--- config.mk ---
export PLATFORM = sky130hd
export DESIGN_NAME = rxseq_top
export DESIGN_NICKNAME = d
export VERILOG_FILES = /design/src/rtl/rxseq_pkg.sv /design/src/rtl/rxseq_cfg.sv /design/src/rtl/rxseq_fsm.sv /design/src/rtl/rxseq_batmon.sv /design/src/rtl/rxseq_top.sv
export SDC_FILE = /design/constraint.sdc
export NUM_CORES = 1
export LEC_CHECK = 0
export ABC_AREA = 1
export BUFFER_PORTS_ARGS = -buffer_cell sky130_fd_sc_hd__buf_4
export CORE_ASPECT_RATIO = 1.75
export CORE_MARGIN = 4
export CORE_UTILIZATION = 60
export DETAILED_ROUTE_END_ITERATION = 8
export PLACE_DENSITY_LB_ADDON = 0.2
export SYNTH_ARGS = -nofsm -noshare
export SYNTH_HDL_FRONTEND = slang
export SYNTH_HIERARCHICAL = 1
export SYNTH_SLANG_ARGS = --single-unit
--- constraint.sdc ---
create_clock -name clk -period 2.6 [get_ports clk]
set_input_delay 0.52 -clock clk [delete_from_list [all_inputs] [get_ports clk]]
set_output_delay 0.52 -clock clk [all_outputs]
set_load 0.01 [all_outputs]
--- src/rtl/rxseq_pkg.sv ---
package rxseq_pkg;

  localparam int NSTAGE = 4;
  localparam int BYTE_W = 8;

  typedef enum logic [1:0] {
    ST_OFF  = 2'd0,
    ST_WARM = 2'd1,
    ST_ON   = 2'd2,
    ST_SHUT = 2'd3
  } rx_stage_e;

  // Stage n is loaded by identifier ID_STAGE0 + n; line release has its own code.
  localparam logic [BYTE_W-1:0] ID_STAGE0  = 8'h10;
  localparam logic [BYTE_W-1:0] ID_RELEASE = 8'h14;

endpackage

--- src/rtl/rxseq_cfg.sv ---
module rxseq_cfg
  import rxseq_pkg::*;
#(
  parameter int LINES  = 8,
  parameter int STEP_W = 8
) (
  input  logic                          clk,
  input  logic                          rst,
  input  logic [BYTE_W-1:0]             pkt_byte,
  input  logic                          pkt_valid,
  input  logic                          dec_on,
  output logic [NSTAGE-1:0][LINES-1:0]  pat,
  output logic [NSTAGE-1:0][STEP_W-1:0] step,
  output logic [NSTAGE-1:0]             poll_en,
  output logic                          rel_req
);

  localparam int PKT_LEN = 4;
  localparam int IDX_W   = $clog2(PKT_LEN);

  logic [IDX_W-1:0]  idx;
  logic [BYTE_W-1:0] id_q;
  logic              flag_q;
  logic [BYTE_W-1:0] pat_q;
  logic              commit;

  // Byte position counter and capture of the leading bytes.
  always_ff @(posedge clk) begin
    if (rst) begin
      idx    <= '0;
      id_q   <= '0;
      flag_q <= 1'b0;
      pat_q  <= '0;
    end else if (pkt_valid) begin
      idx <= idx + 1'b1;
      case (idx)
        IDX_W'(0): id_q   <= pkt_byte;
        IDX_W'(1): flag_q <= pkt_byte[0];
        IDX_W'(2): pat_q  <= pkt_byte;
        default: ;
      endcase
    end
  end

  // Last byte completes the packet; settings are locked while decoding runs.
  assign commit  = pkt_valid && (idx == IDX_W'(PKT_LEN - 1)) && !dec_on;
  assign rel_req = commit && (id_q == ID_RELEASE) && flag_q;

  for (genvar s = 0; s < NSTAGE; s++) begin : g_stage
    always_ff @(posedge clk) begin
      if (rst) begin
        pat[s]     <= '0;
        step[s]    <= STEP_W'(1);
        poll_en[s] <= 1'b0;
      end else if (commit && id_q == (ID_STAGE0 + BYTE_W'(s))) begin
        pat[s]     <= pat_q[LINES-1:0];
        step[s]    <= pkt_byte[STEP_W-1:0];
        poll_en[s] <= flag_q;
      end
    end
  end

endmodule

--- src/rtl/rxseq_fsm.sv ---
module rxseq_fsm
  import rxseq_pkg::*;
#(
  parameter int STEP_W = 8
) (
  input  logic                          clk,
  input  logic                          rst,
  input  logic                          dec_on,
  input  logic                          tick,
  input  logic                          adv_req,
  input  logic [NSTAGE-1:0][STEP_W-1:0] step,
  output rx_stage_e                     stage,
  output rx_stage_e                     stage_nx,
  output logic                          leave
);

  logic [STEP_W-1:0] cnt;

  function automatic logic [STEP_W-1:0] eff_step(input logic [STEP_W-1:0] s);
    return (s == '0) ? STEP_W'(1) : s;
  endfunction

  always_comb begin
    leave    = 1'b0;
    stage_nx = stage;
    if (!dec_on) begin
      stage_nx = ST_OFF;
    end else begin
      if (stage == ST_ON) leave = adv_req;
      else                leave = tick && (cnt <= STEP_W'(1));
      if (leave) stage_nx = rx_stage_e'(stage + 2'd1);
    end
  end

  always_ff @(posedge clk) begin
    if (rst) begin
      stage <= ST_OFF;
      cnt   <= STEP_W'(1);
    end else begin
      stage <= stage_nx;
      if (!dec_on)                      cnt <= eff_step(step[ST_OFF]);
      else if (leave)                   cnt <= eff_step(step[stage_nx]);
      else if (tick && stage != ST_ON)  cnt <= cnt - 1'b1;
    end
  end

endmodule

--- src/rtl/rxseq_batmon.sv ---
module rxseq_batmon (
  input  logic clk,
  input  logic rst,
  input  logic poll,
  input  logic lobat,
  output logic stat_valid,
  output logic stat_lobat
);

  logic hist;

  always_ff @(posedge clk) begin
    if (rst) begin
      hist       <= 1'b0;
      stat_valid <= 1'b0;
      stat_lobat <= 1'b0;
    end else begin
      stat_valid <= poll && (lobat != hist);
      if (poll) begin
        hist       <= lobat;
        stat_lobat <= lobat;
      end
    end
  end

endmodule

--- src/rtl/rxseq_top.sv ---
module rxseq_top
  import rxseq_pkg::*;
#(
  parameter int LINES  = 8,
  parameter int STEP_W = 8
) (
  input  logic             clk,
  input  logic             rst,
  input  logic [7:0]       pkt_byte,
  input  logic             pkt_valid,
  input  logic             tick,
  input  logic             adv_req,
  input  logic             lobat,
  input  logic             dec_on,
  output logic [LINES-1:0] ctl_line,
  output logic [LINES-1:0] ctl_oe,
  output logic             stat_valid,
  output logic             stat_lobat
);

  logic [NSTAGE-1:0][LINES-1:0]  pat;
  logic [NSTAGE-1:0][STEP_W-1:0] step;
  logic [NSTAGE-1:0]             poll_en;
  logic                          rel_req;
  rx_stage_e                     stage;
  rx_stage_e                     stage_nx;
  logic                          leave;
  logic                          released;

  rxseq_cfg #(.LINES(LINES), .STEP_W(STEP_W)) u_cfg (
    .clk       (clk),
    .rst       (rst),
    .pkt_byte  (pkt_byte),
    .pkt_valid (pkt_valid),
    .dec_on    (dec_on),
    .pat       (pat),
    .step      (step),
    .poll_en   (poll_en),
    .rel_req   (rel_req)
  );

  rxseq_fsm #(.STEP_W(STEP_W)) u_fsm (
    .clk      (clk),
    .rst      (rst),
    .dec_on   (dec_on),
    .tick     (tick),
    .adv_req  (adv_req),
    .step     (step),
    .stage    (stage),
    .stage_nx (stage_nx),
    .leave    (leave)
  );

  rxseq_batmon u_bat (
    .clk        (clk),
    .rst        (rst),
    .poll       (leave && poll_en[stage]),
    .lobat      (lobat),
    .stat_valid (stat_valid),
    .stat_lobat (stat_lobat)
  );

  always_ff @(posedge clk) begin
    if (rst) begin
      ctl_line <= '0;
      released <= 1'b0;
    end else begin
      ctl_line <= pat[stage_nx];
      if (rel_req || dec_on) released <= 1'b1;
    end
  end

  assign ctl_oe = {LINES{released}};

endmodule

**Yosys cells after proc, flatten, opt, wreduce, memory -nomap -nowiden**

Index checks and enable logic that the tools add are counted.

- Register bits: 108
- Bits of input ports: 15
- Output and inout port bits: 18
- Logic and storage cells: 76

- $add $sub $neg: 3
- Magnitude comparators: 3
- Equal/unequal tests: 12
- Muxes and demuxes: 16
- Reduce and logical (&&, ||, !) cells: 20

Operator list:

| cell | count |
|---|---|
| 8-bit two-way mux | 7 |
| 8-bit by 5-bit == test with 1-bit output, second input constant | 5 |
| 8-bit binary-select mux with 2-bit select | 2 |
| 8-bit logical NOT | 2 |
| 1-bit logical AND | 12 |
| 8-bit by 1-bit <= comparator with 1-bit output, second input constant | 1 |
| 8-bit by 1-bit subtractor with 8-bit output, second input constant | 1 |
| 2-bit == test, second input constant | 3 |
| 2-bit by 3-bit < comparator with 1-bit output, second input constant | 2 |
| 2-bit AND reduction | 3 |
| 2-bit by 1-bit adder with 2-bit output, second input constant | 2 |
| 1-bit two-way mux | 4 |
| 2-bit two-way mux | 2 |
| 3-bit by 1-bit inequality test with 1-bit output, second input constant | 1 |
| 1-bit binary-select mux with 2-bit select | 1 |
| 2-bit by 1-bit == test with 1-bit output, second input constant | 1 |
| 2-bit logical NOT | 1 |
| 2-bit inequality test, second input constant | 1 |
| 1-bit logical NOT | 1 |
| 1-bit logical OR | 1 |
| 1-bit inequality test | 1 |

**Logic depth before layout (Yosys ltp)**

- Depth after elaboration: 12
- Mapped depth: 19
- Mapped depth without buffers: 19

**Cells and area by module**

Netlist, hierarchy kept.

By module, submodules not included:

| module | times used | cells an instance | area each (sq um) | sequential area each (sq um) |
|---|---|---|---|---|
| rxseq_cfg | 1 | 520 | 3757.4 | 1741.7 |
| rxseq_fsm | 1 | 187 | 1144.8 | 200.2 |
| rxseq_top | 1 | 128 | 719.4 | 180.2 |
| rxseq_batmon | 1 | 11 | 76.3 | 40.0 |

**Least setup slack after synthesis**

Ideal clock, no wire load.

- Kind: register to register
- Start point: register u_fsm.stage[0]
- End point: register u_fsm.cnt[0]
- Setup time: 0.059 ns
- Data arrival time: 1.987 ns
- Required time: 2.541 ns
- Path slack: 0.554 ns
- Cell stages (with the launch flop): 19
- Buffers on the path: 1
- Period minus slack after synthesis: 2.046 ns
- Path through: dfxtp_1 > inv_1 > ha_1 > nor2_2 > nand3_4 > nand2_4 > nand2_4 > buf_6 > nand4_1 > nand3_1 > nand2_1 > nand2_1 > nor2_1 > nand2_1 > nand2_1 > nand2_1 > nand2_1 > nand2_1 > nand2_1

- Cells in the longest elaborated chain, start to end: 11
- Elaborated cells between the ends (all ways): 16
- Classes of those cells: 1 x add/sub; 3 x eq/ne; 10 x mux; 2 x reduce/logical

Ends and longest elaborated chain:

| what | line | source |
|---|---|---|
| start: declaration | rxseq_fsm.sv:12 | `output rx_stage_e stage,` |
| start signal: assignment | rxseq_fsm.sv:40 | `stage <= stage_nx;` |
| 2-bit == test | rxseq_fsm.sv:29 | `if (stage == ST_ON) leave = adv_req;` |
| 1-bit two-way mux | rxseq_fsm.sv:29 |  |
| 1-bit two-way mux | rxseq_fsm.sv:26 | `if (!dec_on) begin` |
| 2-bit two-way mux | rxseq_fsm.sv:31 | `if (leave) stage_nx = rx_stage_e'(stage + 2'd1);` |
| 2-bit two-way mux | rxseq_fsm.sv:26 |  |
| 8-bit binary-select mux with 2-bit select | rxseq_fsm.sv:42 | `else if (leave) cnt <= eff_step(step[stage_nx]);` |
| 8-bit two-way mux (implied by the code) | rxseq_fsm.sv:42 |  |
| 8-bit logical NOT | rxseq_fsm.sv:20 | `return (s == '0) ? STEP_W'(1) : s;` |
| 8-bit two-way mux | rxseq_fsm.sv:20 |  |
| 8-bit two-way mux | rxseq_fsm.sv:42 |  |
| 8-bit two-way mux | rxseq_fsm.sv:41 | `if (!dec_on) cnt <= eff_step(step[ST_OFF]);` |
| end signal: assignment | rxseq_fsm.sv:41 |  |
| end signal: assignment | rxseq_fsm.sv:42 |  |
| end signal: assignment | rxseq_fsm.sv:43 | `else if (tick && stage != ST_ON) cnt <= cnt - 1'b1;` |
| end: declaration | rxseq_fsm.sv:17 | `logic [STEP_W-1:0] cnt;` |

Parallel ways exist; a longest one is shown, timed or not. The select of a mux whose other input is x is not followed.
A chain may end at the register's enable or synchronous reset.

**Worst setup path in the final report**

- Start point: register u_fsm.cnt[0]
- End point: register ctl_line[3]

- Cells in the longest elaborated chain, start to end: 8

Ends and longest elaborated chain:

| what | line | source |
|---|---|---|
| 8-bit by 1-bit <= comparator with 1-bit output | rxseq_fsm.sv:30 | `else leave = tick && (cnt <= STEP_W'(1));` |
| 1-bit logical AND | rxseq_fsm.sv:30 |  |
| 1-bit two-way mux | rxseq_fsm.sv:29 |  |
| 1-bit two-way mux | rxseq_fsm.sv:26 |  |
| 2-bit two-way mux | rxseq_fsm.sv:31 |  |
| 2-bit two-way mux | rxseq_fsm.sv:26 |  |
| named net stage_nx[0] | rxseq_top.sv:26 | `rx_stage_e stage_nx;` |
| 8-bit binary-select mux with 2-bit select | rxseq_top.sv:68 | `ctl_line <= pat[stage_nx];` |
| 8-bit two-way mux (implied by the code) | rxseq_top.sv:68 |  |
| end signal: assignment | rxseq_top.sv:68 |  |
| end: declaration | rxseq_top.sv:15 | `output logic [LINES-1:0] ctl_line,` |

The timed path passes the listed nets, and every way through them passes these cells. The select of a mux whose other input is x is not followed.

==> results.sh <==
export IMPL_pwr_share_clk_pct=36.2
export IMPL_crit_end="ctl_line[3]"
export IMPL_seq_power_share_pct=46.6
export IMPL_place_port_buffers=32
export IMPL_cts_sinks=108
export IMPL_area_growth_pct=7.95
export IMPL_path_class="reg2reg"
export IMPL_swShare_pct=28.6
export IMPL_ant_nets=0
export IMPL_fmax_mhz=432
export IMPL_drv_cap=0
export IMPL_final_cell_mix="nand2_1 (167), nand3_1 (122), inv_1 (118)"
export IMPL_cts_hold_buf=0
export IMPL_hp_class="in2reg"
export IMPL_crit_required_ns=2.82
export IMPL_setup_worst_path_start="u_fsm/cnt[0]"
export IMPL_clk_latency_ns=0.34
export IMPL_yosysTopAreaCell="dfxtp_1"
export IMPL_r2r_slack_ns=0.29
export IMPL_start_util_pct=62.3
export IMPL_layout_commonest_cell="nand2_1"
export IMPL_dpl_instance_area_um2=5840
export IMPL_synth_warnings=6
export IMPL_drive_gt1_share_pct=10.8
export IMPL_cts_tree="built"
export IMPL_drtPass1Iterations=5
export IMPL_synth_area_per_cell_um2=6.74
export IMPL_internal_power_uw=2670
export IMPL_clock_path_buffers=2
export IMPL_reg2reg_to="ctl_line[3]"
export IMPL_clock_skew_ns=0.00499
export IMPL_num_io_pins=33
export IMPL_post_place_ws_ns=0.270
export IMPL_gr_total_overflow=0
export IMPL_place_hpwl_mm=10.0
export IMPL_finalSetupTns_ns=0
export IMPL_globalplace_congestion=0.873
export IMPL_synth_top_area_share_pct=37.9
export IMPL_rows=46
export IMPL_power_switching_uw=1070
export IMPL_min_path_cells=3
export IMPL_vias_per_cell=5.47
export IMPL_p_comb_share_pct=17.2
export IMPL_design_die_area_um2=11200
export IMPL_drcViolationCount=0
export IMPL_p_leak_uw=0.00261
export IMPL_synth_seq_cells=108
export IMPL_status="finished clean"
export IMPL_netlist_instances=846
export IMPL_worst_slack_ns=0.288
export IMPL_r2r_start="u_fsm/cnt[0]"
export IMPL_numCtsBuffers=9
export IMPL_slew_viol_final=0
export IMPL_powerDensity_nw_per_um2=607
export IMPL_grt_pass1_vias=4955
export IMPL_drt_iter0_markers=389
export IMPL_synth_top_cells_by_area="dfxtp_1 (38%), nand2_1 (11%), nand3_1 (11%)"
export IMPL_ir_drop_v=0.000450
export IMPL_ys_seq_area_share_pct=37.9
export IMPL_chipHeight_um=137
export IMPL_setup_viol=0
export IMPL_via_count=5329
export IMPL_startpoint_type="flip-flop"
export IMPL_grt_pass1_wl_mm=23.5
export IMPL_relSlewSlack_pct=63.3
export IMPL_antenna_found_initial=0
export IMPL_rsz0062_at_grt="false"
export IMPL_cp_data_arrival_time_ns=2.54
export IMPL_fin_crit_ns=2.31
export IMPL_period_share_pct=88.9
export IMPL_stdcell_area_um2=6150
export IMPL_grt_max_degree=78
export IMPL_clockRootBuffer="clkbuf_16"
export IMPL_htree_num_levels=3
export IMPL_nNetsFinal=871
export IMPL_antennaDiodeCount=0
export IMPL_worst_slew_pin_slew_ns=0.550
export IMPL_crit_path_max_fanout=17
export IMPL_post_drt_wl_per_cell_um=14.9
export IMPL_syn_area_um2=5700
export IMPL_synth_cell_types=30
export IMPL_reg2reg_depth=13
export IMPL_core_area_um2=9150
export IMPL_finalHoldViolCount=0
export IMPL_routed_wl_mm=14.5
export IMPL_synth_fp_nets=868
export IMPL_die_w_um=81.7
export IMPL_clk_pin_slew_ns=0.07
export IMPL_fillers=797
export IMPL_track_usage_pct=27.1
export IMPL_end_kind="flip-flop"
-- sequential cells by signal (all words and copies together) (netlist names), 4 cells and up --
signal and flops:
u_cfg/id_q 8, u_cfg/pat_q 8, u_fsm/cnt 8, ctl_line 8, u_cfg/pat 32, u_cfg/poll_en 4
u_cfg/step 32
-- power groups by stage --
stage	clock network, µW	registers [µW]	logic (µW)
final	1350	1740	642
after global routing	1430	1740	713
after CTS	1370	1740	635
after detailed placement	0	1780	630
after global placement	0	1770	620
after floorplan	0	1770	467
-- cells by family (layout without fill, tap and decap cells) --
logic type / Yosys count / count (layout) / synth area share [%]
compound gates: 126 / 126 / 11.5
xor+xnor: 1 / 1 / 0.154
fa+ha+maj: 7 / 7 / 1.54
buf+inv: 181 / 189 / 15.2
flops: 108 / 108 / 37.9
simple gates: 423 / 423 / 33.7
-- cell usage after synthesis (all sizes together) --
library cell,count
nand2,173
nand3,129
inv,126
dfxtp,108
nor2,98
a21oi,84
buf,46
o21ai,29
nand4,18
clkbuf,7
ha,7
a31oi,5
o22ai,5
a221oi,3
clkinv,2
nand3b,2
nor4,2
nor3,1
xor2,1
-- critical path: stages, from the launching register on --
cell	delay, ns
dfxtp_1	0.37
inv_1	0.08
ha_1	0.24
nor2_1	0.14
nor2_2	0.07
nand3_4	0.11
nand2_4	0.08
nand2_4	0.18
nand3_4	0.17
inv_1	0.26
buf_4	0.23
nand2_1	0.08
nand3_1	0.10
a21oi_1	0.07
-- how the worst min path moves through the flow --
| stage | startpoint | to | slack [ns] |
|---|---|---|---|
| final | lobat | u_bat/hist | 0.44 |
| after global routing | lobat | u_bat/hist | 0.45 |
| after CTS | lobat | u_bat/hist | 0.44 |
| after detailed placement | u_cfg/step[8] | u_cfg/step[8] | 0.45 |
| after global placement | u_cfg/step[8] | u_cfg/step[8] | 0.44 |
| after floorplan | u_cfg/step[8] | u_cfg/step[8] | 0.43 |
-- layer usage --
layer / wire [µm] / GRT usage, % / vias up
li1: - / - / 2702
met1: 5660 / 29.7 / 2450
met2: 7860 / 50.5 / 149
met3: 615 / 3.82 / 28
met4: 412 / 11.4 / 0
met5: 0 / 0 / -
-- timing repair --
item	4_1_cts	5_1_grt
buffers inserted	0	0
resized for setup	0	2
setup endpoints to repair	0	1
-- stage by stage --
stage               hold slack (ns)  power [µW]  utilization, %  std cells
finish                        0.439        3730            67.2        974
global placement              0.443        2400            63.9        958
CTS                           0.438        3740            67.1        974
detailed placement            0.454        2410            63.9        958
global route                  0.450        3890            67.2        974
floorplan                     0.429        2240               -        846
-- area by class of cell --
cell class	count	area (µm²)	area share, %
clock buffers	14	284	4.62
clock inverters	2	16.3	0.264
inverters	128	483	7.85
multi-input cells	557	2680	43.6
flip-flops and latches	108	2160	35.2
well taps	120	150	2.44
repair buffers	45	375	6.10
Power figures use the tool's default switching activity.
